File: src/rtl/disp_irq_pkg.sv
package disp_irq_pkg;

  localparam int RW = 32;

  typedef enum logic [2:0] {
    RA_CTRL0 = 3'd0,
    RA_CTRL5 = 3'd1,
    RA_STAT0 = 3'd2,
    RA_STAT1 = 3'd3,
    RA_IRQID = 3'd4
  } reg_sel_e;

  // status word 0 bit positions
  localparam int S0_LDD  = 0;
  localparam int S0_SOF  = 1;
  localparam int S0_BER  = 2;
  localparam int S0_IU0  = 4;
  localparam int S0_IU1  = 5;
  localparam int S0_OU   = 6;
  localparam int S0_QD   = 7;
  localparam int S0_EOF  = 8;
  localparam int S0_BS   = 9;
  localparam int S0_SINT = 10;
  localparam int S0_RDST = 11;
  localparam int S0_CMD  = 12;
  localparam int S0_BCH  = 28;

  // control word 0 bit positions
  localparam int C0_EN     = 0;
  localparam int C0_M_LDD  = 3;
  localparam int C0_M_SOF  = 4;
  localparam int C0_M_IU0  = 5;
  localparam int C0_M_EOF  = 6;
  localparam int C0_M_QD   = 11;
  localparam int C0_M_BS   = 20;
  localparam int C0_M_OU   = 21;
  localparam int C0_M_RDST = 23;
  localparam int C0_M_CMD  = 24;

  localparam logic [RW-1:0] C0_KEEP = 32'h07FF_FFFF;
  localparam logic [RW-1:0] C5_KEEP = 32'h3F3F_3F3F;
  localparam logic [RW-1:0] S1_CLR  = 32'h003E_3F3F;

  // status word 1 / control word 5 positions for channel c
  function automatic int s1_sof(int c); return c - 1;  endfunction
  function automatic int s1_eof(int c); return c + 7;  endfunction
  function automatic int s1_bs (int c); return c + 15; endfunction
  function automatic int s1_iu (int c); return c + 23; endfunction

  // bits of status word 0 that currently drive the interrupt line
  function automatic logic [RW-1:0] s0_live(logic [RW-1:0] c0, logic [RW-1:0] c5);
    logic [RW-1:0] v;
    v = '0;
    v[S0_LDD]  = ~c0[C0_M_LDD];
    v[S0_SOF]  = ~c0[C0_M_SOF];
    v[S0_IU0]  = ~c0[C0_M_IU0];
    v[S0_IU1]  = ~c5[s1_iu(1)];
    v[S0_OU]   = ~c0[C0_M_OU];
    v[S0_QD]   = ~c0[C0_M_QD];
    v[S0_EOF]  = ~c0[C0_M_EOF];
    v[S0_BS]   = ~c0[C0_M_BS];
    v[S0_RDST] = ~c0[C0_M_RDST];
    v[S0_CMD]  = ~c0[C0_M_CMD];
    return v;
  endfunction

  function automatic logic irq_level(logic [RW-1:0] s0, logic [RW-1:0] s1,
                                     logic [RW-1:0] c0, logic [RW-1:0] c5);
    return (|(s0 & s0_live(c0, c5))) | (|(s1 & ~c5));
  endfunction

endpackage

File: src/rtl/disp_irq_ctl_regs.sv
module disp_irq_ctl_regs
  import disp_irq_pkg::*;
(
  input  logic          clk,
  input  logic          rst_n,
  input  logic          wr_c0,
  input  logic          wr_c5,
  input  logic [RW-1:0] wdata,
  output logic [RW-1:0] ctl0,
  output logic [RW-1:0] ctl5,
  output logic          qd_evt
);

  // enable falling through a control-0 write
  assign qd_evt = wr_c0 & ctl0[C0_EN] & ~wdata[C0_EN];

  always_ff @(posedge clk or negedge rst_n) begin
    if (!rst_n) begin
      ctl0 <= '0;
      ctl5 <= '0;
    end else begin
      if (wr_c0) ctl0 <= wdata & C0_KEEP;
      if (wr_c5) ctl5 <= wdata & C5_KEEP;
    end
  end

endmodule

File: src/rtl/disp_irq_event_map.sv
module disp_irq_event_map
  import disp_irq_pkg::*;
#(
  parameter int NCH  = 7,
  localparam int CH_W = $clog2(NCH)
) (
  input  logic [RW-1:0]   ctl0,
  input  logic [RW-1:0]   ctl5,
  input  logic [NCH-1:0]  ev_sof,
  input  logic [NCH-1:0]  ev_eof,
  input  logic [NCH-1:0]  ev_bs,
  input  logic [NCH-1:0]  cmd_sof_en,
  input  logic [NCH-1:0]  cmd_eof_en,
  input  logic            ev_ber,
  input  logic [CH_W-1:0] ev_ber_ch,
  input  logic [NCH-1:0]  ev_underrun,
  input  logic            ev_out_underrun,
  input  logic            ev_last_done,
  input  logic            ev_read_status,
  input  logic            ev_cmd_done,
  output logic [RW-1:0]   set0,
  output logic [RW-1:0]   set1,
  output logic [NCH-1:0]  hit,
  output logic            rdst_live
);

  logic [NCH-1:0] sof_ok, eof_ok;
  assign sof_ok    = ev_sof & cmd_sof_en;
  assign eof_ok    = ev_eof & cmd_eof_en;
  assign rdst_live = ev_read_status & ~ctl0[C0_M_RDST];

  always_comb begin
    set0 = '0;
    set0[S0_LDD]  = ev_last_done;
    set0[S0_SOF]  = sof_ok[0];
    set0[S0_BER]  = ev_ber;
    set0[S0_IU0]  = ev_underrun[0];
    set0[S0_IU1]  = ev_underrun[1];
    set0[S0_OU]   = ev_out_underrun;
    set0[S0_EOF]  = eof_ok[0];
    set0[S0_BS]   = ev_bs[0];
    set0[S0_RDST] = ev_read_status;
    set0[S0_CMD]  = ev_cmd_done;
  end

  always_comb begin
    set1 = '0;
    for (int c = 1; c < NCH; c++) begin
      set1[s1_sof(c)] = sof_ok[c];
      set1[s1_eof(c)] = eof_ok[c];
      set1[s1_bs(c)]  = ev_bs[c];
      if (c >= 2) set1[s1_iu(c)] = ev_underrun[c];
    end
  end

  // per-channel qualifying event: unmasked frame event or bus error
  for (genvar c = 0; c < NCH; c++) begin : g_ch
    logic m_sof, m_eof, m_bs;
    if (c == 0) begin : g_base
      assign m_sof = ctl0[C0_M_SOF];
      assign m_eof = ctl0[C0_M_EOF];
      assign m_bs  = ctl0[C0_M_BS];
    end else begin : g_ovl
      assign m_sof = ctl5[s1_sof(c)];
      assign m_eof = ctl5[s1_eof(c)];
      assign m_bs  = ctl5[s1_bs(c)];
    end
    assign hit[c] = (sof_ok[c] & ~m_sof) | (eof_ok[c] & ~m_eof) |
                    (ev_bs[c] & ~m_bs) | (ev_ber && (ev_ber_ch == CH_W'(c)));
  end

endmodule

File: src/rtl/disp_irq_status.sv
module disp_irq_status
  import disp_irq_pkg::*;
#(
  parameter int NCH   = 7,
  parameter int FID_W = 32,
  localparam int CH_W = $clog2(NCH)
) (
  input  logic               clk,
  input  logic               rst_n,
  input  logic               wr_s0,
  input  logic               wr_s1,
  input  logic [RW-1:0]      wdata,
  input  logic [RW-1:0]      set0,
  input  logic [RW-1:0]      set1,
  input  logic [NCH-1:0]     hit,
  input  logic               rdst_live,
  input  logic               qd_evt,
  input  logic               ev_ber,
  input  logic [CH_W-1:0]    ev_ber_ch,
  input  logic [NCH*FID_W-1:0] frame_id_flat,
  input  logic [RW-1:0]      ctl0,
  input  logic [RW-1:0]      ctl5,
  output logic [RW-1:0]      stat0,
  output logic [RW-1:0]      stat1,
  output logic [FID_W-1:0]   irq_id,
  output logic               irq_o,
  output logic               sint_evt,
  output logic               id_load
);

  logic [CH_W-1:0]  sel;
  logic [FID_W-1:0] fid_sel;
  logic             any_hit;
  logic [RW-1:0]    clr0, clr1, full_set0, s0_n, s1_n;

  // highest-numbered qualifying channel supplies the ID
  always_comb begin
    sel = '0;
    for (int c = 0; c < NCH; c++) if (hit[c]) sel = CH_W'(c);
  end
  assign fid_sel = frame_id_flat[sel*FID_W +: FID_W];

  assign any_hit  = |hit;
  assign sint_evt = irq_o & (any_hit | rdst_live);
  assign id_load  = ~irq_o & any_hit;

  always_comb begin
    clr0 = '0;
    if (wr_s0) begin
      clr0[11:0] = wdata[11:0];
      if (wdata[S0_BER]) clr0[S0_BCH +: 3] = 3'b111;
    end
    clr1 = wr_s1 ? (wdata & S1_CLR) : '0;
    full_set0 = set0;
    full_set0[S0_QD]   = set0[S0_QD] | qd_evt;
    full_set0[S0_SINT] = set0[S0_SINT] | sint_evt;
    s0_n = (stat0 & ~clr0) | full_set0;
    if (ev_ber) s0_n[S0_BCH +: 3] = 3'(ev_ber_ch);
    s1_n = (stat1 & ~clr1) | set1;
  end

  always_ff @(posedge clk or negedge rst_n) begin
    if (!rst_n) begin
      stat0  <= '0;
      stat1  <= '0;
      irq_id <= '0;
      irq_o  <= 1'b0;
    end else begin
      stat0 <= s0_n;
      stat1 <= s1_n;
      if (id_load) irq_id <= fid_sel;
      irq_o <= irq_level(stat0, stat1, ctl0, ctl5);
    end
  end

endmodule

File: src/rtl/disp_irq_ctrl.sv
module disp_irq_ctrl
  import disp_irq_pkg::*;
#(
  parameter int NCH   = 7,
  parameter int FID_W = 32,
  localparam int CH_W = $clog2(NCH)
) (
  input  logic                 clk,
  input  logic                 rst_n,
  input  logic                 reg_wr,
  input  logic [2:0]           reg_addr,
  input  logic [31:0]          reg_wdata,
  output logic [31:0]          reg_rdata,
  input  logic [NCH-1:0]       ev_sof,
  input  logic [NCH-1:0]       ev_eof,
  input  logic [NCH-1:0]       ev_bs,
  input  logic [NCH-1:0]       cmd_sof_en,
  input  logic [NCH-1:0]       cmd_eof_en,
  input  logic                 ev_ber,
  input  logic [CH_W-1:0]      ev_ber_ch,
  input  logic [NCH-1:0]       ev_underrun,
  input  logic                 ev_out_underrun,
  input  logic                 ev_last_done,
  input  logic                 ev_read_status,
  input  logic                 ev_cmd_done,
  input  logic [NCH*FID_W-1:0] frame_id_flat,
  output logic                 irq_o
);

  logic [RW-1:0]    ctl0, ctl5, stat0, stat1, set0, set1;
  logic [FID_W-1:0] irq_id;
  logic [NCH-1:0]   hit;
  logic             rdst_live, qd_evt, sint_evt, id_load;
  logic             wr_c0, wr_c5, wr_s0, wr_s1;

  assign wr_c0 = reg_wr && (reg_addr == RA_CTRL0);
  assign wr_c5 = reg_wr && (reg_addr == RA_CTRL5);
  assign wr_s0 = reg_wr && (reg_addr == RA_STAT0);
  assign wr_s1 = reg_wr && (reg_addr == RA_STAT1);

  disp_irq_ctl_regs u_ctl (
    .clk(clk), .rst_n(rst_n), .wr_c0(wr_c0), .wr_c5(wr_c5),
    .wdata(reg_wdata), .ctl0(ctl0), .ctl5(ctl5), .qd_evt(qd_evt)
  );

  disp_irq_event_map #(.NCH(NCH)) u_map (
    .ctl0(ctl0), .ctl5(ctl5), .ev_sof(ev_sof), .ev_eof(ev_eof), .ev_bs(ev_bs),
    .cmd_sof_en(cmd_sof_en), .cmd_eof_en(cmd_eof_en), .ev_ber(ev_ber),
    .ev_ber_ch(ev_ber_ch), .ev_underrun(ev_underrun),
    .ev_out_underrun(ev_out_underrun), .ev_last_done(ev_last_done),
    .ev_read_status(ev_read_status), .ev_cmd_done(ev_cmd_done),
    .set0(set0), .set1(set1), .hit(hit), .rdst_live(rdst_live)
  );

  disp_irq_status #(.NCH(NCH), .FID_W(FID_W)) u_stat (
    .clk(clk), .rst_n(rst_n), .wr_s0(wr_s0), .wr_s1(wr_s1), .wdata(reg_wdata),
    .set0(set0), .set1(set1), .hit(hit), .rdst_live(rdst_live), .qd_evt(qd_evt),
    .ev_ber(ev_ber), .ev_ber_ch(ev_ber_ch), .frame_id_flat(frame_id_flat),
    .ctl0(ctl0), .ctl5(ctl5), .stat0(stat0), .stat1(stat1), .irq_id(irq_id),
    .irq_o(irq_o), .sint_evt(sint_evt), .id_load(id_load)
  );

  always_comb begin
    case (reg_addr)
      RA_CTRL0: reg_rdata = ctl0;
      RA_CTRL5: reg_rdata = ctl5;
      RA_STAT0: reg_rdata = stat0;
      RA_STAT1: reg_rdata = stat1;
      RA_IRQID: reg_rdata = RW'(irq_id);
      default:  reg_rdata = '0;
    endcase
  end

endmodule

File: config.mk
export PLATFORM = sky130hd
export DESIGN_NAME = disp_irq_ctrl
export DESIGN_NICKNAME = d
export VERILOG_FILES = /design/src/rtl/disp_irq_pkg.sv /design/src/rtl/disp_irq_ctl_regs.sv /design/src/rtl/disp_irq_event_map.sv /design/src/rtl/disp_irq_status.sv /design/src/rtl/disp_irq_ctrl.sv
export SDC_FILE = /design/constraint.sdc
export NUM_CORES = 1
export LEC_CHECK = 0
export BUFFER_PORTS_ARGS = -buffer_cell sky130_fd_sc_hd__buf_2
export CORE_ASPECT_RATIO = 0.5
export CORE_MARGIN = 4
export CORE_UTILIZATION = 50
export CTS_CLUSTER_SIZE = 28
export DETAILED_ROUTE_END_ITERATION = 10
export PLACE_DENSITY = 0.85
export SLEW_MARGIN = 0
export SYNTH_ARGS = -nofsm -noshare
export SYNTH_HDL_FRONTEND = slang
export SYNTH_SLANG_ARGS = --single-unit
File: constraint.sdc
create_clock -name clk -period 2.9 [get_ports clk]
set_input_delay 0.145 -clock clk [delete_from_list [all_inputs] [get_ports clk]]
set_output_delay 0.145 -clock clk [all_outputs]
set_load 0.02 [all_outputs]
* Word-level counts from Yosys, hierarchy flattened
Cells that the tools add are included.
** Word-level totals
- Output and inout bits :: 33
- Bits in latches :: 0
- Memory bits (writable) :: 0
- Bits of input ports :: 312
- Register bits :: 148
- Bits in read-only memories :: 0
- Memories :: 0
** Operators by class
- Shift operators :: 1
- $mul :: 0
- Bitwise operators :: 90
- Order comparisons :: 0
- Add/subtract/negate cells :: 0
- Reductions and logical operators :: 16
- Equality and inequality tests :: 10
- Divide/modulo/power cells :: 0
- Mux-type cells :: 12
** Operators with widths (number)
- 224-bit by 9-bit variable part select with 32-bit output :: 1
- 32-bit case mux with 5 select lines :: 1
- 32-bit bitwise AND :: 3
- 32-bit OR reduction :: 2
- 32-bit by 13-bit bitwise AND with 32-bit output :: 1
- 30-bit inverter with 32-bit output :: 1
- 31-bit inverter with 32-bit output :: 1
- 32-bit inverter :: 1
- 32-bit by 13-bit bitwise OR with 32-bit output :: 1
- 32-bit by 30-bit bitwise OR with 32-bit output :: 1
- 1-bit inverter :: 30
- 1-bit bitwise AND :: 26
- 3-bit 2-to-1 mux :: 8
- 1-bit bitwise OR :: 23
- 22-bit 2-to-1 mux :: 1
- 7-bit bitwise AND :: 2
- 3-bit by 2-bit == test with 1-bit output, second input constant :: 4
- 3-bit == test, second input constant :: 4
- 12-bit 2-to-1 mux :: 1
- 1-bit logical AND :: 11
- 7-bit OR reduction :: 1
- 3-bit by 1-bit == test with 1-bit output, second input constant :: 2
- 3-bit zero test :: 2
- 1-bit 2-to-1 mux :: 1

* Logic depth before layout (Yosys ltp)
- Depth after elaboration :: 12
- Depth in mapped cells :: 8
- Mapped depth without buffers :: 5

* Cells and area by module
From an unflattened synthesis, not the netlist that was laid out.
** Unflattened totals
- Cell total of the unflattened synthesis :: 1031
- Area, all modules :: 10283.6 um2
** Modules (own cells, without submodules)
- disp_irq_status :: instances 1, area an instance 6048.3 um2, cells each 644
- disp_irq_ctl_regs :: instances 1, area an instance 2192.1 um2, cells each 123
- disp_irq_ctrl :: instances 1, area an instance 1307.5 um2, cells each 163
- disp_irq_event_map :: instances 1, area an instance 735.7 um2, cells each 101

* Worst setup path after synthesis
No wires, ideal clock.
- Kind :: reg2reg
- Start :: reg u_ctl.ctl5[4]
- End :: reg u_stat.irq_id[30]
- Data required time :: 2.770 ns
- Arrival time :: 2.084 ns
- Path buffers :: 3
- Stages on the path, launching flop included :: 9
- Setup time :: 0.130 ns
- Slack :: 0.686 ns
- Cells stage by stage :: dfrtp_1 > and3b_1 > clkbuf_1 > or4_4 > buf_6 > nor3_2 > nor3b_4 > buf_6 > a21oi_2
** On the way
- Cells in the longest elaborated chain, start to end :: 8
** RTL lines
- from (decl) :: RTL line disp_irq_ctl_regs.sv:10 : output logic [RW-1:0] ctl5,
- from (signal assigned) :: RTL line disp_irq_ctl_regs.sv:23 : if (wr_c5) ctl5 <= wdata & C5_KEEP;
- 1-bit inverter * :: RTL line disp_irq_event_map.sv:68 : assign hit[c] = (sof_ok[c] & ~m_sof) | (eof_ok[c] & ~m_eof) |
- 1-bit bitwise AND * :: RTL line disp_irq_event_map.sv:68
- 1-bit bitwise OR * (2 in a row) :: RTL line disp_irq_event_map.sv:68
- 1-bit bitwise OR * :: RTL line disp_irq_event_map.sv:69 : (ev_bs[c] & ~m_bs) | (ev_ber && (ev_ber_ch == CH_W'(c)));
- 3-bit 2-to-1 mux (2 in a row) :: RTL line disp_irq_status.sv:39 : for (int c = 0; c < NCH; c++) if (hit[c]) sel = CH_W'(c);
- 224-bit by 9-bit variable part select with 32-bit output :: RTL line disp_irq_status.sv:41 : assign fid_sel = frame_id_flat[sel*FID_W +: FID_W];
- to (signal assigned) :: RTL line disp_irq_status.sv:71 : if (id_load) irq_id <= fid_sel;
- to (decl) :: RTL line disp_irq_status.sv:25 : output logic [FID_W-1:0] irq_id,
Mark *: on every way between the ends. The rest lies on a longest branch, timed or not.
A chain may end at the register's enable or synchronous reset.

* Final worst setup path
- Start :: in cmd_sof_en[5]
- End :: reg u_stat.irq_id[2]
** On the way
- Cells in the longest elaborated chain, start to end :: 8
** RTL lines
- from (decl) :: RTL line disp_irq_ctrl.sv:17 : input logic [NCH-1:0] cmd_sof_en,
- 7-bit bitwise AND * :: RTL line disp_irq_event_map.sv:28 : assign sof_ok = ev_sof & cmd_sof_en;
- 1-bit bitwise AND * :: RTL line disp_irq_event_map.sv:68
- 1-bit bitwise OR * (2 in a row) :: RTL line disp_irq_event_map.sv:68
- 1-bit bitwise OR * :: RTL line disp_irq_event_map.sv:69
- 3-bit 2-to-1 mux (2 in a row) :: RTL line disp_irq_status.sv:39
- 224-bit by 9-bit variable part select with 32-bit output :: RTL line disp_irq_status.sv:41
Marked as above.

==> summary.md <==
| Metric | Value |
|---|---|
| Status | `completed` |
| Top cells by instance count after synthesis | `dfrtp_1, mux2_2, clkbuf_1, nand2_1, inv_1` |
| Finished Layout Cells | `1518` |
| Setup crit start kind | `primary input` |
| Final setup fails | `0` |
| Reg power frac | `35.3%` |
| I/O Buffers | `342` |
| Final Cell Area | `11600 µm²` |
| Combinational share of power | `32.4%` |
| First-pass GRT wire length | `53800 µm` |
| Clk buf depth | `2` |
| Worst Tran Pin Value | `1.09 ns` |
| Number of synthesized flops with an enable pin | `0` |
| Psw | `2.23 mW` |
| Cell taking the most area after synthesis | `dfrtp_1` |
| Switching fraction of total power | `35.8%` |
| Post-place instance area | `10500 µm²` |
| Internal power | `4.02 mW` |
| Gr ovfl total | `0` |
| Endpoints failing hold | `0` |
| Pin count of the biggest net entering global routing | `82` |
| Worst hold path type | `in2reg` |
| Vias | `9931` |
| CTS tree | `done` |
| Cell count after synthesis | `915` |
| Commonest register cell after synthesis | `dfrtp_1` |
| Initial antenna violation count | `4` |
| DR iter-0 viols | `1330` |
| Fin crit share | `91.9%` |
| Die ar. | `19300 µm²` |
| Via count of the first global-routing pass | `9646` |
| Fmax | `375 MHz` |
| Crit path arrival time | `2.95 ns` |
| Pwr Density | `537 nW/µm²` |
| Hpwl dp | `26700 µm` |
| Final Worst Setup Slack | `0.234 ns` |
| Clock Latency Late Sink | `0.41 ns` |
| Clk pwr share | `32.4%` |
| Synthesized flop and latch total | `123` |
| Syn Nets | `1227` |
| Setup TNS | `0 ns` |
| Reg clk slew, reported paths | `0.06 ns` |
| Routability cong. | `0.995` |
| Slew HR | `27.0%` |
| Vias per cell | `6.54` |
| Max_cap viols | `0` |
| Peak VDD IR | `0.000405 V` |
| Core ar. | `16600 µm²` |
| Initial Utilization | `51.5%` |
| CTS Buf Count | `17` |
| Synth warn | `0` |
| Pre-Repair DR Iteration Count | `7` |
| I/O pin cnt | `345` |
| Multi-input logic area | `4900 µm²` |
| Pins Over Slew Limit | `0` |
| Ys async rst share | `100%` |
| Die Y | `100 µm` |
| Pre-CTS setup slack | `0.302 ns` |
| Synth Area per Inst | `9.32 µm²` |
| Synth unique cells | `48` |
| Sequential share of the synthesized area | `36.1%` |
| Setup Skew | `0.00961 ns` |
| # nets final | `1587` |
| Clock root cell | `clkbuf_16` |
| H-tree Lvls | `4` |
| Post-Route WL | `36700 µm` |
| Synth Cell Area | `8520 µm²` |
| Top-count cell post-synth | `dfrtp_1` |
| Crit path max fanout | `54` |
| Pleak | `5.29 nW` |
| RSZ-0062 raised after global routing | `false` |
| Storage cell area | `3080 µm²` |
| Minimum clock period | `2.67 ns` |
| CP Capture Type | `flip-flop` |
| Area Growth Syn to Fin | `36.4%` |
| Fraction of layout instances using a drive strength above 1 | `41.5%` |
| Dominant cells by area after synthesis | `dfrtp_1, mux2_2, mux2i_1` |
| Worst endpoint required time | `3.18 ns` |
| Post-CTS sizing | `0` |
| FILL cells | `1269` |
| Antenna-violating nets left | `0` |
| Clock sinks | `123` |
| Die X | `193 µm` |
| # hold bufs at CTS | `57` |
| Tot GR Track Use | `36.1%` |
| DR WL/cell | `24.1 µm` |
| DRC | `0` |
| Post-CTS setup buffer count | `0` |
| WS Path Type | `in2reg` |
| Inst Count DP | `1425` |
| Site Rows | `33` |
| Top cell type's share of synthesized area | `36.1%` |
path summary, 6_finish.rpt:
path,from,to,slack (ns),cells after the start
min in group asynchronous,rst_n,u_ctl.ctl0[0],0.26,2
worst max-delay path,cmd_sof_en[5],u_stat.irq_id[2],0.23,8
worst min-delay path,reg_wdata[21],u_ctl.ctl5[21],0.01,2
max in group asynchronous,rst_n,u_stat.irq_o,1.77,3
worst min register to register,u_ctl.ctl0[1],u_ctl.ctl0[1],0.51,1
worst max register to register,u_ctl.ctl5[4],u_stat.irq_id[2],0.24,6
power groups by stage:
| stage | registers (mW) | logic [mW] | clock network (mW) |
|---|---|---|---|
| after floorplan | 2.11 | 1.19 | 0 |
| after global placement | 2.19 | 1.84 | 0 |
| after detailed placement | 2.21 | 1.90 | 0 |
| after CTS | 2.18 | 1.97 | 2.03 |
| after global routing | 2.22 | 2.14 | 2.10 |
| final | 2.20 | 2.02 | 2.02 |
area by class of cell:
class	instances	area share, %
Inverter	64	2.07
Clock inverter	13	1.03
Clock buffer	18	3.69
Antenna cell	4	0.0861
Multi-Input combinational cell	638	42.2
Timing Repair Buffer	431	22.1
Tap cell	227	2.44
Sequential cell	123	26.5
registers in the layout (all words and copies together) (netlist names):
signal         count
u_stat.stat1      23
u_ctl.ctl5        24
u_stat.irq_o       1
u_ctl.ctl0        27
u_stat.stat0      16
u_stat.irq_id     32
per-layer routing:
layer	track usage, %	share of wire [%]
met5	0	0
met4	14.7	3.6
met3	7.82	12
met2	57.2	45
met1	48.6	39
kinds of logic after synthesis:
family / Yosys count / share of synthesized area [%]
flops: 123 / 36.1
simple gates: 224 / 14.5
mux: 116 / 14.8
buf+inv: 154 / 7.24
compound gates: 298 / 27.4
critical path, stage by stage:
cell	delay [ns]
dlygate4sd3_1	0.54
buf_2	0.13
and3b_1	0.20
or4_4	0.84
buf_4	0.31
o311ai_0	0.47
a221o_1	0.27
a21oi_2	0.03
cell usage in the layout (no fill, tap or decap), types with 3 or more instances in the layout:
master / netlist / layout
a21o_1: 7 / 7
a21oi_1: 60 / 60
a21oi_2: 30 / 30
a221o_1: 33 / 33
a222oi_1: 33 / 33
a22o_1: 13 / 13
and3_1: 4 / 4
buf_12: 0 / 3
buf_2: 7 / 341
buf_4: 0 / 29
clkbuf_16: 0 / 17
clkinv_2: 0 / 3
clkinv_4: 0 / 3
clkinvlp_4: 0 / 3
dfrtp_1: 123 / 122
diode_2: 0 / 4
dlygate4sd3_1: 0 / 58
inv_1: 64 / 64
inv_6: 0 / 3
mux2_2: 77 / 77
mux2i_1: 39 / 39
nand2_1: 66 / 66
nand2b_1: 5 / 5
nand3b_1: 12 / 12
nor2_1: 35 / 33
nor2b_1: 42 / 39
nor2b_2: 0 / 3
nor4_1: 33 / 33
o2111ai_1: 7 / 4
o2111ai_4: 0 / 3
o21ai_0: 22 / 22
o22ai_1: 18 / 18
o311ai_0: 32 / 32
o41ai_1: 32 / 32
or2_2: 9 / 9
per-stage QoR:
stage               utilization (%)  power, mW  hold WS, ns
floorplan                         -       3.30       -0.151
global placement               63.4       4.03        0.156
detailed placement             63.4       4.11        0.167
CTS                            70.1       6.18      0.00120
global route                   70.2       6.46      0.00482
finish                         70.2       6.25       0.0108
Power figures use the tool's default switching activity.
